<file path="src/rtl/mux_bus_decoder_pkg.sv">
package mux_bus_decoder_pkg;

    localparam int ADDR_W = 20;
    localparam int LOW_W  = 8;
    localparam int HI_W   = ADDR_W - LOW_W;

    typedef enum logic [1:0] {
        LAYOUT_2X512  = 2'd0,
        LAYOUT_4X256  = 2'd1,
        LAYOUT_128X8K = 2'd2
    } layout_e;

    function automatic int sel_bits(layout_e lay);
        case (lay)
            LAYOUT_2X512:  return 1;
            LAYOUT_4X256:  return 2;
            default:       return 7;
        endcase
    endfunction

    typedef struct packed {
        logic [ADDR_W-1:0] addr;
    } latch_st_t;

endpackage

</file>
<file path="src/rtl/mbd_addr_latch.sv">
module mbd_addr_latch
    import mux_bus_decoder_pkg::*;
(
    input  logic              clk,
    input  logic              rst_n,
    input  logic              ale_i,
    input  logic [ADDR_W-1:0] live_addr_i,
    output logic [ADDR_W-1:0] addr_o
);

    latch_st_t st_d, st_q;

    always_comb begin
        st_d = st_q;
        if (ale_i) begin
            st_d.addr = live_addr_i;
        end
    end

    always_ff @(posedge clk) begin
        if (!rst_n) begin
            st_q <= '0;
        end else begin
            st_q <= st_d;
        end
    end

    // transparent while the strobe is high, held once it drops
    assign addr_o = ale_i ? live_addr_i : st_q.addr;

endmodule

</file>
<file path="src/rtl/mbd_bank_select.sv">
module mbd_bank_select
    import mux_bus_decoder_pkg::*;
#(
    parameter layout_e      LAYOUT      = LAYOUT_4X256,
    parameter bit           FULL_DECODE = 1'b1,
    parameter logic [127:0] FITTED      = {128{1'b1}},
    localparam int          SB          = sel_bits(LAYOUT),
    localparam int          NB          = 1 << SB,
    localparam int          OFS_W       = ADDR_W - SB
)(
    input  logic [ADDR_W-1:0] addr_i,
    input  logic              mem_cycle_i,
    output logic [NB-1:0]     cs_n_o,
    output logic [OFS_W-1:0]  offset_o,
    output logic              hit_o
);

    logic [SB-1:0] idx_raw;
    logic [SB-1:0] idx;
    logic [NB-1:0] fitted_v;

    assign idx_raw  = addr_i[ADDR_W-1 -: SB];
    assign offset_o = addr_i[OFS_W-1:0];
    assign fitted_v = FITTED[NB-1:0];

    always_comb begin
        idx = idx_raw;
        if (!FULL_DECODE) begin
            idx[SB-1] = 1'b0;
        end
    end

    assign hit_o = mem_cycle_i & fitted_v[idx];

    for (genvar g = 0; g < NB; g++) begin : g_cs
        assign cs_n_o[g] = ~(hit_o && (idx == SB'(g)));
    end

endmodule

</file>
<file path="src/rtl/mbd_strobe_gate.sv">
module mbd_strobe_gate #(
    parameter bit FULL_DECODE = 1'b1
)(
    input  logic hit_i,
    input  logic rd_n_i,
    input  logic wr_n_i,
    input  logic dt_r_i,
    input  logic den_n_i,
    output logic mem_rd_n_o,
    output logic mem_wr_n_o,
    output logic xcvr_toward_cpu_o,
    output logic xcvr_oe_n_o
);

    assign mem_rd_n_o        = ~(hit_i & ~rd_n_i);
    assign mem_wr_n_o        = ~(hit_i & ~wr_n_i);
    assign xcvr_toward_cpu_o = ~dt_r_i;

    if (FULL_DECODE) begin : g_full
        assign xcvr_oe_n_o = hit_i ? den_n_i : 1'b1;
    end else begin : g_part
        assign xcvr_oe_n_o = den_n_i;
    end

endmodule

</file>
<file path="src/rtl/mux_bus_decoder.sv">
module mux_bus_decoder
    import mux_bus_decoder_pkg::*;
#(
    parameter layout_e      LAYOUT      = LAYOUT_4X256,
    parameter bit           FULL_DECODE = 1'b1,
    parameter logic [127:0] FITTED      = {128{1'b1}},
    localparam int          SB          = sel_bits(LAYOUT),
    localparam int          NUM_BANKS   = 1 << SB,
    localparam int          OFS_W       = ADDR_W - SB
)(
    input  logic                 clk,
    input  logic                 rst_n,
    input  logic [LOW_W-1:0]     ad_i,
    input  logic [HI_W-1:0]      a_hi_i,
    input  logic                 ale_i,
    input  logic                 io_m_i,
    input  logic                 rd_n_i,
    input  logic                 wr_n_i,
    input  logic                 dt_r_i,
    input  logic                 den_n_i,
    output logic [ADDR_W-1:0]    phys_addr_o,
    output logic [OFS_W-1:0]     bank_addr_o,
    output logic [NUM_BANKS-1:0] cs_n_o,
    output logic                 mem_rd_n_o,
    output logic                 mem_wr_n_o,
    output logic                 xcvr_toward_cpu_o,
    output logic                 xcvr_oe_n_o
);

    logic hit;

    mbd_addr_latch u_latch (
        .clk         (clk),
        .rst_n       (rst_n),
        .ale_i       (ale_i),
        .live_addr_i ({a_hi_i, ad_i}),
        .addr_o      (phys_addr_o)
    );

    mbd_bank_select #(
        .LAYOUT      (LAYOUT),
        .FULL_DECODE (FULL_DECODE),
        .FITTED      (FITTED)
    ) u_sel (
        .addr_i      (phys_addr_o),
        .mem_cycle_i (~io_m_i),
        .cs_n_o      (cs_n_o),
        .offset_o    (bank_addr_o),
        .hit_o       (hit)
    );

    mbd_strobe_gate #(
        .FULL_DECODE (FULL_DECODE)
    ) u_gate (
        .hit_i             (hit),
        .rd_n_i            (rd_n_i),
        .wr_n_i            (wr_n_i),
        .dt_r_i            (dt_r_i),
        .den_n_i           (den_n_i),
        .mem_rd_n_o        (mem_rd_n_o),
        .mem_wr_n_o        (mem_wr_n_o),
        .xcvr_toward_cpu_o (xcvr_toward_cpu_o),
        .xcvr_oe_n_o       (xcvr_oe_n_o)
    );

endmodule

</file>
<file path="config.mk">
export PLATFORM = sky130hd
export DESIGN_NAME = mux_bus_decoder
export DESIGN_NICKNAME = d
export VERILOG_FILES = /design/src/rtl/mux_bus_decoder_pkg.sv /design/src/rtl/mbd_addr_latch.sv /design/src/rtl/mbd_bank_select.sv /design/src/rtl/mbd_strobe_gate.sv /design/src/rtl/mux_bus_decoder.sv
export SDC_FILE = /design/constraint.sdc
export NUM_CORES = 1
export LEC_CHECK = 0
export BUFFER_PORTS_ARGS = -buffer_cell sky130_fd_sc_hd__buf_2
export CAP_MARGIN = 20
export CELL_PAD_IN_SITES_DETAIL_PLACEMENT = 2
export CELL_PAD_IN_SITES_GLOBAL_PLACEMENT = 2
export CORE_UTILIZATION = 23
export DETAILED_ROUTE_END_ITERATION = 10
export GPL_TIMING_DRIVEN = 1
export PLACE_DENSITY = 0.82
export SLEW_MARGIN = 20
export SYNTH_ARGS = -nofsm -noshare
export SYNTH_HDL_FRONTEND = slang
export SYNTH_SLANG_ARGS = --single-unit
</file>
<file path="constraint.sdc">
create_clock -name clk -period 1.44 [get_ports clk]
set_clock_uncertainty 0.1 [all_clocks]
set_input_delay 0.144 -clock clk [delete_from_list [all_inputs] [get_ports clk]]
set_output_delay 0.144 -clock clk [all_outputs]
set_load 0.03 [all_outputs]
</file>
==> run summary <==
Post-DRT Antenna Nets = 0
Distinct cells, synth = 16
Filler Cell Count = 499
Post-CTS Hold Buffers = 0
Die height = 70.8 um
Total negative slack = 0 ps
Antenna fix cells = 0
Area grow syn2layout = 32.4%
Nets = 182
Initial antenna violation count = 0
Lkg Pwr = 0.745 nW
# DRC = 6
Synth top area share = 36.7%
Critical path's largest stage delay = 380 ps
Hold path depth = 3
DP HPWL = 2200 um
Share of post-route cells with drive strength above 1 = 69.7%
Clock period minus worst slack = 1390 ps
CP max stage cell = dfxtp_4
Final period util = 96.8%
Worst skew pair latency = 250 ps
Power Density = 1020 nW/um^2
Max FFs per register = 20
Final GP Congestion = 0.766
Post-synthesis register bit count = 20
HP Class = input pin to register
Number of vias per cell = 4.28
WHS Endpoint = u_latch.st_q[6]$_SDFF_PN0_
Initial DRC Count = 44
Worst EP required = 1200 ps
Hold Vio Cnt, Final = 0
Ports = 74
Asr flop ratio synth = 0%
Worst path cell trace = nor4bb_4 -> a31oi_1 -> buf_4
Clock Tree Buf Depth = 2
Synth top area cells = dfxtp_1 (37%), mux2_4 (21%), buf_4 (12%), and2_1 (11%), mux2_2 (5.2%)
Tightest Pin Transition = 289 ps
Routed wire length = 2840 um
Initial core utilization = 24.5%
CTS tree = done
Root buffer cell = clkbuf_8
Mean area per synthesized cell = 11.1 um^2
GRT Residual Overflow = 0
Full die area = 5020 um^2
Unrepaired setup endpoints after global routing = yes
Synth Warn # = 0
Core ar. = 4440 um^2
VDD IR-drop max = 299 uV
Area leader, netlist = dfxtp_1
Reg-to-reg critical path endpoint = u_latch.st_q[18]$_SDFF_PN0_
PortBufs = 73
Final setup vio count = 0
Most frequent cell after synthesis = dfxtp_1
Clk pin slew, worst setup/hold paths = 80 ps
Critical Path Stages = 3
Post-route cell area = 1440 um^2
First-pass GRT wire length = 4400 um
Final Max Slew Viols = 0
CTS Buf Count = 3
Cell Area, Placed = 1360 um^2
Critical Path Fanout Max = 5
Worst EP arrival = 1150 ps
Hold path startpoint = ad_i[6]
Slew Limit Headroom = 80.8%
Core Util, Final = 32.5%
Biggest regs = u_latch.st_q (20)
Syn Inst Count = 98
CTS H-Tree Depth = 1
Max-cap violations = 0
Failing checks = DRC
Fmax = 717 MHz
1st-pass router iterations = 6
Vias in the first global route = 935
Run status = finished with violations
GRT Total Usage = 11.2%
Worst setup SP type = register
Worst Reg-to-Reg Cells = 2
Post-Syn Area = 1090 um^2
Nature of the critical path endpoint = output port
Sequential area share after synthesis = 36.7%
Row cnt = 24
Post-Syn Nets = 126
Post-CTS Repair Setup Buffers = 0
Vias = 874
WP buf/inv = 1
Wirelength per Cell = 13.9 um
Worst setup path start = u_latch.st_q[18]$_SDFF_PN0_
Top reg by flops = u_latch.st_q
Worst Setup Path Type = register to output port
Number of flops mapped to enable cells by yosys = 0
Pin count of the biggest net entering global routing = 26
Most frequent cells after synthesis = dfxtp_1 (20), and2_1 (19), buf_4 (18)
Sink Count = 20
Top_reg_cell synth = dfxtp_1
Worst r2r src = u_latch.st_q[18]$_SDFF_PN0_
Die width = 70.8 um
Reg2reg setup slack = 460 ps
Crit path max-delay family = flip-flops
-- power by group --
part,internal [mW],switching (mW),leakage (nW)
sequential,0.584,0.0135,0.167
combinational,0.188,0.318,0.557
clock,0.186,0.182,0.0216
-- layer usage --
layer | track usage [%] | share of wire, %
met5 | 0 | 0
met4 | 3.56 | 0.95
met3 | 1.99 | 6.9
met2 | 22.5 | 57
met1 | 11.5 | 35
-- stage by stage --
stage | cells | setup WS, ps | power [mW] | hold WS (ps)
CTS | 204 | -1.86 | 1.50 | 136
detailed placement | 201 | 95.7 | 1.11 | 406
global placement | 201 | 201 | 1.09 | 398
finish | 204 | 45.8 | 1.47 | 143
floorplan | 98 | 93.2 | 1.02 | 298
global route | 204 | -2.56 | 1.55 | 140
-- placed cells by master, fill, tap and decap left out, drive strengths merged --
cell type   n
clkbuf      3
nor4b       2
mux2       20
inv         3
a31oi       4
nor4bb      1
dfxtp      20
nor2b       1
and2       20
or2         3
buf        74
nor4        1
-- repair_timing --
item | in CTS | in global routing
setup endpoints to repair | 3 | 3
pin swaps | 0 | 1
gates resized for setup | 3 | 7
-- tightest hold or removal path: stages --
cell and delay, ps:
buf_2 70, mux2_4 140, and2_1 110
-- worst max path at each step --
stage / to / slack (ps)
finish: cs_n_o[3] / 50
global placement: cs_n_o[2] / 200
global route: cs_n_o[3] / -3
floorplan: cs_n_o[0] / 90
CTS: cs_n_o[2] / -2
detailed placement: cs_n_o[1] / 100
-- kinds of logic after synthesis --
family / after synthesis / synth area share [%]
simple gates: 28 / 17.1
flops: 20 / 36.7
buf+inv: 26 / 18.0
mux: 20 / 25.8
compound gates: 4 / 2.30
-- layout make-up --
class,count,area (um^2),share of cell area (%)
multi-input cells,52,529,36.7
flip-flops and latches,20,408,28.3
repair buffers,74,388,26.9
well taps,52,65.1,4.51
clock buffers,3,41.3,2.86
inverters,3,11.3,0.781
Power figures use the tool's default switching activity.
